--- src/rtl/rob_pkg.sv ---
package rob_pkg;
  localparam int unsigned DEF_DEPTH  = 8;
  localparam int unsigned DEF_ADDR_W = 32;
  localparam int unsigned DEF_AREG_W = 5;
  localparam int unsigned DEF_PREG_W = 6;
  localparam int unsigned DEF_DATA_W = 32;
endpackage

--- src/rtl/rob_ptr_ctrl.sv ---
module rob_ptr_ctrl #(
  parameter int unsigned DEPTH = 8,
  localparam int unsigned IDX_W = $clog2(DEPTH)
) (
  input  logic             clk_i,
  input  logic             rst_ni,
  input  logic             alloc_i,
  input  logic             retire_i,
  input  logic             flush_i,
  input  logic [IDX_W-1:0] flush_idx_i,
  output logic [IDX_W-1:0] head_o,
  output logic [IDX_W-1:0] tail_o,
  output logic             full_o
);
  logic [IDX_W:0]   head_q, tail_q, count;
  logic [IDX_W-1:0] keep_w;

  assign count  = tail_q - head_q;
  assign full_o = (count == (IDX_W+1)'(DEPTH));
  assign head_o = head_q[IDX_W-1:0];
  assign tail_o = tail_q[IDX_W-1:0];
  // survivors = ring distance from head to the first discarded entry
  assign keep_w = flush_idx_i - head_q[IDX_W-1:0];

  always_ff @(posedge clk_i or negedge rst_ni) begin
    if (!rst_ni) begin
      head_q <= '0;
      tail_q <= '0;
    end else begin
      if (flush_i)      tail_q <= head_q + {1'b0, keep_w};
      else if (alloc_i) tail_q <= tail_q + 1'b1;
      if (retire_i && !flush_i) head_q <= head_q + 1'b1;
    end
  end

  p_count_bound_r3: assert property (@(posedge clk_i) disable iff (!rst_ni)
    count <= (IDX_W+1)'(DEPTH));
  p_alloc_step_r2: assert property (@(posedge clk_i) disable iff (!rst_ni)
    (alloc_i && !flush_i) |=> (tail_q == $past(tail_q) + 1'b1));
  p_flush_tail_r8: assert property (@(posedge clk_i) disable iff (!rst_ni)
    flush_i |=> (tail_o == $past(flush_idx_i)));
  p_flush_holds_head_r9: assert property (@(posedge clk_i) disable iff (!rst_ni)
    flush_i |=> (head_q == $past(head_q)));
  p_single_retire_r11: assert property (@(posedge clk_i) disable iff (!rst_ni)
    retire_i |=> ((head_q - $past(head_q)) <= (IDX_W+1)'(1)));
endmodule

--- src/rtl/rob_entry_array.sv ---
module rob_entry_array #(
  parameter int unsigned DEPTH  = 8,
  parameter int unsigned ADDR_W = 32,
  parameter int unsigned AREG_W = 5,
  parameter int unsigned PREG_W = 6,
  localparam int unsigned IDX_W = $clog2(DEPTH)
) (
  input  logic              clk_i,
  input  logic              rst_ni,
  input  logic              alloc_i,
  input  logic [IDX_W-1:0]  alloc_idx_i,
  input  logic [ADDR_W-1:0] alloc_pc_i,
  input  logic [AREG_W-1:0] alloc_areg_i,
  input  logic [PREG_W-1:0] alloc_preg_i,
  input  logic              iss_i,
  input  logic [IDX_W-1:0]  iss_idx_i,
  input  logic              cmp_i,
  input  logic [IDX_W-1:0]  cmp_idx_i,
  input  logic              ret_i,
  input  logic [IDX_W-1:0]  head_idx_i,
  input  logic              flush_i,
  input  logic [IDX_W-1:0]  flush_idx_i,
  output logic [DEPTH-1:0]  valid_o,
  output logic              head_done_o,
  output logic [ADDR_W-1:0] head_pc_o,
  output logic [AREG_W-1:0] head_areg_o,
  output logic [PREG_W-1:0] head_preg_o,
  output logic              cmp_ok_o,
  output logic [PREG_W-1:0] cmp_preg_o
);
  logic [DEPTH-1:0]  valid_q, issued_q, done_q;
  logic [DEPTH-1:0]  alloc_hit, iss_hit, cmp_hit, ret_hit, kill;
  logic [ADDR_W-1:0] pc_q   [DEPTH];
  logic [AREG_W-1:0] areg_q [DEPTH];
  logic [PREG_W-1:0] preg_q [DEPTH];
  logic [IDX_W-1:0]  flush_age;

  assign flush_age = flush_idx_i - head_idx_i;

  for (genvar g = 0; g < DEPTH; g++) begin : g_ent
    localparam logic [IDX_W-1:0] MY = IDX_W'(g);
    logic [IDX_W-1:0] age;
    assign age          = MY - head_idx_i;
    assign alloc_hit[g] = alloc_i && (alloc_idx_i == MY);
    assign iss_hit[g]   = iss_i && (iss_idx_i == MY) && valid_q[g];
    assign cmp_hit[g]   = cmp_i && (cmp_idx_i == MY) && valid_q[g] && issued_q[g];
    assign ret_hit[g]   = ret_i && (head_idx_i == MY);
    assign kill[g]      = flush_i && valid_q[g] && (age >= flush_age);

    p_done_after_issue_r6: assert property (@(posedge clk_i) disable iff (!rst_ni)
      $rose(done_q[g]) |-> issued_q[g]);
  end

  always_ff @(posedge clk_i or negedge rst_ni) begin
    if (!rst_ni) begin
      valid_q  <= '0;
      issued_q <= '0;
      done_q   <= '0;
    end else begin
      for (int i = 0; i < DEPTH; i++) begin
        if (kill[i] || ret_hit[i]) begin
          valid_q[i]  <= 1'b0;
          issued_q[i] <= 1'b0;
          done_q[i]   <= 1'b0;
        end else if (alloc_hit[i]) begin
          valid_q[i]  <= 1'b1;
          issued_q[i] <= 1'b0;
          done_q[i]   <= 1'b0;
        end else begin
          if (iss_hit[i]) issued_q[i] <= 1'b1;
          if (cmp_hit[i]) done_q[i]   <= 1'b1;
        end
      end
    end
  end

  always_ff @(posedge clk_i) begin
    if (alloc_i) begin
      pc_q[alloc_idx_i]   <= alloc_pc_i;
      areg_q[alloc_idx_i] <= alloc_areg_i;
      preg_q[alloc_idx_i] <= alloc_preg_i;
    end
  end

  assign valid_o     = valid_q;
  assign head_done_o = valid_q[head_idx_i] && done_q[head_idx_i];
  assign head_pc_o   = pc_q[head_idx_i];
  assign head_areg_o = areg_q[head_idx_i];
  assign head_preg_o = preg_q[head_idx_i];
  assign cmp_ok_o    = |cmp_hit;
  assign cmp_preg_o  = preg_q[cmp_idx_i];
endmodule

--- src/rtl/rob_value_file.sv ---
module rob_value_file #(
  parameter int unsigned PREG_W = 6,
  parameter int unsigned DATA_W = 32,
  localparam int unsigned NREG  = 1 << PREG_W
) (
  input  logic              clk_i,
  input  logic              rst_ni,
  input  logic              we_i,
  input  logic [PREG_W-1:0] waddr_i,
  input  logic [DATA_W-1:0] wdata_i,
  input  logic [PREG_W-1:0] ra_addr_i,
  output logic [DATA_W-1:0] ra_data_o,
  input  logic [PREG_W-1:0] rb_addr_i,
  output logic [DATA_W-1:0] rb_data_o
);
  logic [DATA_W-1:0] vals_q [NREG];

  always_ff @(posedge clk_i or negedge rst_ni) begin
    if (!rst_ni) begin
      for (int i = 0; i < NREG; i++) vals_q[i] <= '0;
    end else if (we_i) begin
      vals_q[waddr_i] <= wdata_i;
    end
  end

  assign ra_data_o = vals_q[ra_addr_i];
  assign rb_data_o = vals_q[rb_addr_i];
endmodule

--- src/rtl/rob_retire_unit.sv ---
module rob_retire_unit
  import rob_pkg::*;
#(
  parameter int unsigned DEPTH  = DEF_DEPTH,
  parameter int unsigned ADDR_W = DEF_ADDR_W,
  parameter int unsigned AREG_W = DEF_AREG_W,
  parameter int unsigned PREG_W = DEF_PREG_W,
  parameter int unsigned DATA_W = DEF_DATA_W,
  localparam int unsigned IDX_W = $clog2(DEPTH)
) (
  input  logic              clk_i,
  input  logic              rst_ni,
  input  logic              disp_valid_i,
  input  logic [ADDR_W-1:0] disp_pc_i,
  input  logic [AREG_W-1:0] disp_areg_i,
  input  logic [PREG_W-1:0] disp_preg_i,
  output logic              disp_ready_o,
  output logic [IDX_W-1:0]  disp_idx_o,
  input  logic              iss_valid_i,
  input  logic [IDX_W-1:0]  iss_idx_i,
  input  logic              cmp_valid_i,
  input  logic [IDX_W-1:0]  cmp_idx_i,
  input  logic [DATA_W-1:0] cmp_data_i,
  input  logic [PREG_W-1:0] rd_preg_i,
  output logic [DATA_W-1:0] rd_data_o,
  input  logic              rb_valid_i,
  input  logic [IDX_W-1:0]  rb_idx_i,
  output logic              ret_valid_o,
  output logic [ADDR_W-1:0] ret_pc_o,
  output logic [AREG_W-1:0] ret_areg_o,
  output logic [DATA_W-1:0] ret_data_o
);
  logic [IDX_W-1:0]  head_idx, tail_idx;
  logic              full, alloc, retire, flush;
  logic [DEPTH-1:0]  valid;
  logic              head_done, cmp_ok;
  logic [PREG_W-1:0] head_preg, cmp_preg;

  assign disp_ready_o = !full && !rb_valid_i;
  assign alloc        = disp_valid_i && disp_ready_o;
  assign flush        = rb_valid_i && valid[rb_idx_i];
  assign retire       = head_done && !rb_valid_i;
  assign disp_idx_o   = tail_idx;
  assign ret_valid_o  = retire;

  rob_ptr_ctrl #(.DEPTH(DEPTH)) u_ptr (
    .clk_i       (clk_i),
    .rst_ni      (rst_ni),
    .alloc_i     (alloc),
    .retire_i    (retire),
    .flush_i     (flush),
    .flush_idx_i (rb_idx_i),
    .head_o      (head_idx),
    .tail_o      (tail_idx),
    .full_o      (full)
  );

  rob_entry_array #(
    .DEPTH(DEPTH), .ADDR_W(ADDR_W), .AREG_W(AREG_W), .PREG_W(PREG_W)
  ) u_ent (
    .clk_i        (clk_i),
    .rst_ni       (rst_ni),
    .alloc_i      (alloc),
    .alloc_idx_i  (tail_idx),
    .alloc_pc_i   (disp_pc_i),
    .alloc_areg_i (disp_areg_i),
    .alloc_preg_i (disp_preg_i),
    .iss_i        (iss_valid_i),
    .iss_idx_i    (iss_idx_i),
    .cmp_i        (cmp_valid_i && !flush),
    .cmp_idx_i    (cmp_idx_i),
    .ret_i        (retire),
    .head_idx_i   (head_idx),
    .flush_i      (flush),
    .flush_idx_i  (rb_idx_i),
    .valid_o      (valid),
    .head_done_o  (head_done),
    .head_pc_o    (ret_pc_o),
    .head_areg_o  (ret_areg_o),
    .head_preg_o  (head_preg),
    .cmp_ok_o     (cmp_ok),
    .cmp_preg_o   (cmp_preg)
  );

  rob_value_file #(.PREG_W(PREG_W), .DATA_W(DATA_W)) u_val (
    .clk_i     (clk_i),
    .rst_ni    (rst_ni),
    .we_i      (cmp_ok),
    .waddr_i   (cmp_preg),
    .wdata_i   (cmp_data_i),
    .ra_addr_i (head_preg),
    .ra_data_o (ret_data_o),
    .rb_addr_i (rd_preg_i),
    .rb_data_o (rd_data_o)
  );

  p_ret_needs_valid_r4: assert property (@(posedge clk_i) disable iff (!rst_ni)
    ret_valid_o |-> valid[head_idx]);
  p_full_no_alloc_r3: assert property (@(posedge clk_i) disable iff (!rst_ni)
    (full && disp_valid_i) |=> ($past(tail_idx) == tail_idx || $past(flush)));
endmodule

--- config.mk ---
export PLATFORM = sky130hd
export DESIGN_NAME = rob_retire_unit
export DESIGN_NICKNAME = d
export VERILOG_FILES = /design/src/rtl/rob_pkg.sv /design/src/rtl/rob_ptr_ctrl.sv /design/src/rtl/rob_entry_array.sv /design/src/rtl/rob_value_file.sv /design/src/rtl/rob_retire_unit.sv
export SDC_FILE = /design/constraint.sdc
export NUM_CORES = 2
export LEC_CHECK = 0
export BUFFER_PORTS_ARGS = -buffer_cell sky130_fd_sc_hd__buf_2
export CORE_MARGIN = 1
export CORE_UTILIZATION = 60
export CTS_CLUSTER_DIAMETER = 40
export DETAILED_ROUTE_END_ITERATION = 16
export PLACE_DENSITY_LB_ADDON = 0.25
export SLEW_MARGIN = 10
export SYNTH_ARGS = -nofsm -noshare
export SYNTH_HDL_FRONTEND = slang
export SYNTH_SLANG_ARGS = --single-unit
--- constraint.sdc ---
create_clock -name clk_i -period 7.7 [get_ports clk_i]
set_clock_uncertainty 0.15 [all_clocks]
set_input_delay 0.77 -clock clk_i [delete_from_list [all_inputs] [get_ports clk_i]]
set_output_delay 0.77 -clock clk_i [all_outputs]
set_load 0.05 [all_outputs]
==> results.cfg <==
[routing]
wl_met1_mm = 148
dr.pass1.iters = 6
wl_met2_mm = 181
vias = 79500
dr_wl_met3_mm = 51.8
ant_nets = 0
drc = 0
top_layer_used = met5
routed_wl_mm = 406
vias_per_cell = 7.49
drtIter0Drc = 10100
wl_per_cell_um = 38.3

[placed_design]
pre_cts_slack_ps = 1920
port_buffers = 201
gp_congestion = 0.898
dpl-instance-area_um2 = 128000
hpwl_mm = 233
dp_cells = 9916

[clock_tree]
path_clk_slew_ps = 60
cts_tree = done
postCtsSetupBuffers = 0
clk_latency_ps = 970
cts_root_buf = clkbuf_16
clock_sinks = 2424
cts_buffers = 358
cts_buffer_depth = 4
htree_levels = 5
cts_resized = 0
hold_buffers = 46

[yosys]
synth_area_per_cell_um2 = 16.3
synth-seq-area-share_pct = 50.5
synthCells = 7602
syn-num-nets = 7729
synth_seq_cells = 2424
synth_cell_types = 56
syn_area_um2 = 124000
yosysWarningCount = 0
synth_flop_cell = dfrtp_1
synth_edf_count = 344
synthArstFlopShare_pct = 85.8

[die]
die_area_um2 = 208000
core_area_um2 = 205000
num_rows = 166
die_w_um = 456
die_y_um = 456
initial_core_util_pct = 60.4
io_pins = 202

[grt]
grt_max_degree = 184
grt_first_pass_wirelength_mm = 588
antenna_found_initial = 33
overflow = 0
grt_pass1_vias = 81300
globalRouteTotalUtil_pct = 39.5

[sta]
period_needed_ps = 6900
rsz0062_at_grt = no
slew_violations = 0
tns_ps = 0
fmax_mhz = 145
timing.final.crit_share_pct = 89.6
finalHoldViolCount = 0
setup_slack_ps = 804
whs_ps = 96.9
setup_violations = 0
slew_headroom_pct = 11.2
tightestPinTransition_ps = 1330

[power]
power.switching_mw = 14.6
internal_power_mw = 28.7
seqPwrFrac_pct = 33.9
power.density_nw_per_um2 = 308
clockPowerShare_pct = 38.6
leakage_nw = 61.7
p_sw_share_pct = 33.6
vdd_ir_drop_max_uv = 358
combPwrFrac_pct = 27.5

[setup_path]
arrival_ps = 5980
cp-end-kind = primary output
start_kind = flop
cp.required_ps = 6780
crit_fanout = 49
criticalPathCategory = flop to primary output

[finish]
stdcell_area_um2 = 140000
finalNonFillerCells = 10600
nets = 7761
drive_gt1_share_pct = 56.3
syn2layout_area_growth_pct = 13.6

[run_status]
status = finished clean

[min_path]
worst_hold_path_type = primary input to flop

[job]
maxCapViolations = 0
## sequential cells by signal, summed over array words and instances, names as in the netlist
signal,cells
u_ent.preg_q,48
u_ptr.tail_q,4
u_ent.done_q,8
u_ptr.head_q,4
u_val.vals_q,2048
u_ent.areg_q,40
u_ent.pc_q,256
u_ent.valid_o,8
u_ent.issued_q,8
## final cells by class
cell class / instances / area [µm²]
Antenna cell: 19 / 47.5
Clock buffer: 418 / 9580
Clock inverter: 218 / 2590
Fill cell: 13000 / 64100
Inverter: 21 / 78.8
Multi-Input combinational cell: 4374 / 58400
Sequential cell: 2424 / 62400
Tap cell: 2688 / 3360
Timing Repair Buffer: 455 / 4060
## synth_stat cells, types with 4 or more instances
cell type	instances	area share, %
a32oi_1	9	0.064
and2_1	4	0.020
a21oi_1	92	0.37
a41oi_1	6	0.043
mux4_2	1266	23
ha_1	29	0.29
buf_6	10	0.091
inv_1	18	0.055
buf_2	267	1.1
or4_1	11	0.067
clkbuf_1	370	1.1
buf_1	118	0.36
nor2b_1	15	0.076
mux2i_1	49	0.40
mux2_2	2070	19
nand2_1	364	1.1
nor4_1	17	0.086
a211oi_1	6	0.036
nor2_1	99	0.30
or3_1	9	0.046
nand3b_1	4	0.024
nand3_1	17	0.069
o21ai_0	23	0.093
nand4_1	37	0.19
edfxtp_1	344	8.4
dfrtp_1	2080	42
buf_4	18	0.11
a22oi_1	181	1.1
nor3_1	10	0.040
xnor2_1	7	0.050
a31oi_1	10	0.051
## critical path, stage by stage (launching register included)
cell	delay (ps)
dfrtp_2	530
inv_2	110
buf_4	630
mux2i_1	900
a21o_2	630
nor2_1	500
a22oi_1	580
nand4_1	160
or4_1	650
buf_2	300
## logic make-up (layout without fill, tap and decap cells)
family / count (synthesis) / in the layout / share of synthesized area [%]
multiplexers: 3385 / 3385 / 42.3
flip-flops: 2424 / 2424 / 50.5
buffers and inverters: 804 / 1112 / 2.83
AND/OR/NAND/NOR: 605 / 605 / 2.14
AO/OA/AOI/OAI: 342 / 342 / 1.86
adder cells (fa/ha/maj): 32 / 32 / 0.334
XOR/XNOR: 10 / 10 / 0.0709
other: 0 / 19 / 0
## power groups by stage
stage	clock network (mW)	logic (mW)	registers (mW)
after floorplan	0	8.18	14.5
after global placement	0	11.6	14.7
after detailed placement	0	11.7	14.8
after CTS	16.7	11.8	14.6
after global routing	17.3	12.3	14.7
final	16.7	11.9	14.7
## per-stage QoR
step,power [mW],utilization [%]
after global routing,44.4,68.7
after detailed placement,26.5,62.5
after CTS,43.1,68.7
after global placement,26.4,62.5
after floorplan,22.7,-
final,43.3,68.7
## final timing paths
kind | depth (start not counted) | startpoint | end | slack [ps]
max in group asynchronous | 4 | rst_ni | u_val.vals_q[373]$_DFFE_PN0P_ | 4970
worst min register to register | 2 | u_ent.issued_q[1]$_DFFE_PN0P_ | u_ent.issued_q[1]$_DFFE_PN0P_ | 350
min in group asynchronous | 2 | rst_ni | u_val.vals_q[1382]$_DFFE_PN0P_ | 290
worst max register to register | 8 | u_ent.valid_o[7]$_DFFE_PN0P_ | u_val.vals_q[1850]$_DFFE_PN0P_ | 2570
worst min-delay path | 4 | iss_idx_i[0] | u_ent.issued_q[0]$_DFFE_PN0P_ | 100
worst max-delay path | 9 | u_ptr.head_q[2]$_DFFE_PN0P_ | ret_data_o[21] | 800
## layout by cell type (no fill, tap or decap), types with 17 or more instances in the layout
master and n:
mux4_2 1265, mux2_2 2068, clkinv_4 40, a22oi_1 173, clkbuf_8 30, nor2_1 35
nor2_4 64, ha_1 29, nor4_1 17, nand2_1 363, bufinv_16 39, clkbuf_16 363
clkinvlp_4 37, nand3_1 17, o21ai_0 21, inv_6 52, buf_4 132, buf_12 79
inv_1 17, clkinv_2 31, clkbuf_1 26, nand4_1 37, dlygate4sd3_1 46, diode_2 19
edfxtp_1 344, mux2i_1 48, buf_2 194, dfrtp_1 2077, a21oi_1 91
## routing by layer
metal	GRT usage [%]	vias up
met2	56.5	5569
met4	21.7	26
li1	-	29900
met5	0	-
met3	14.2	1299
met1	53.0	42700
(Power assumes the default switching activity.)
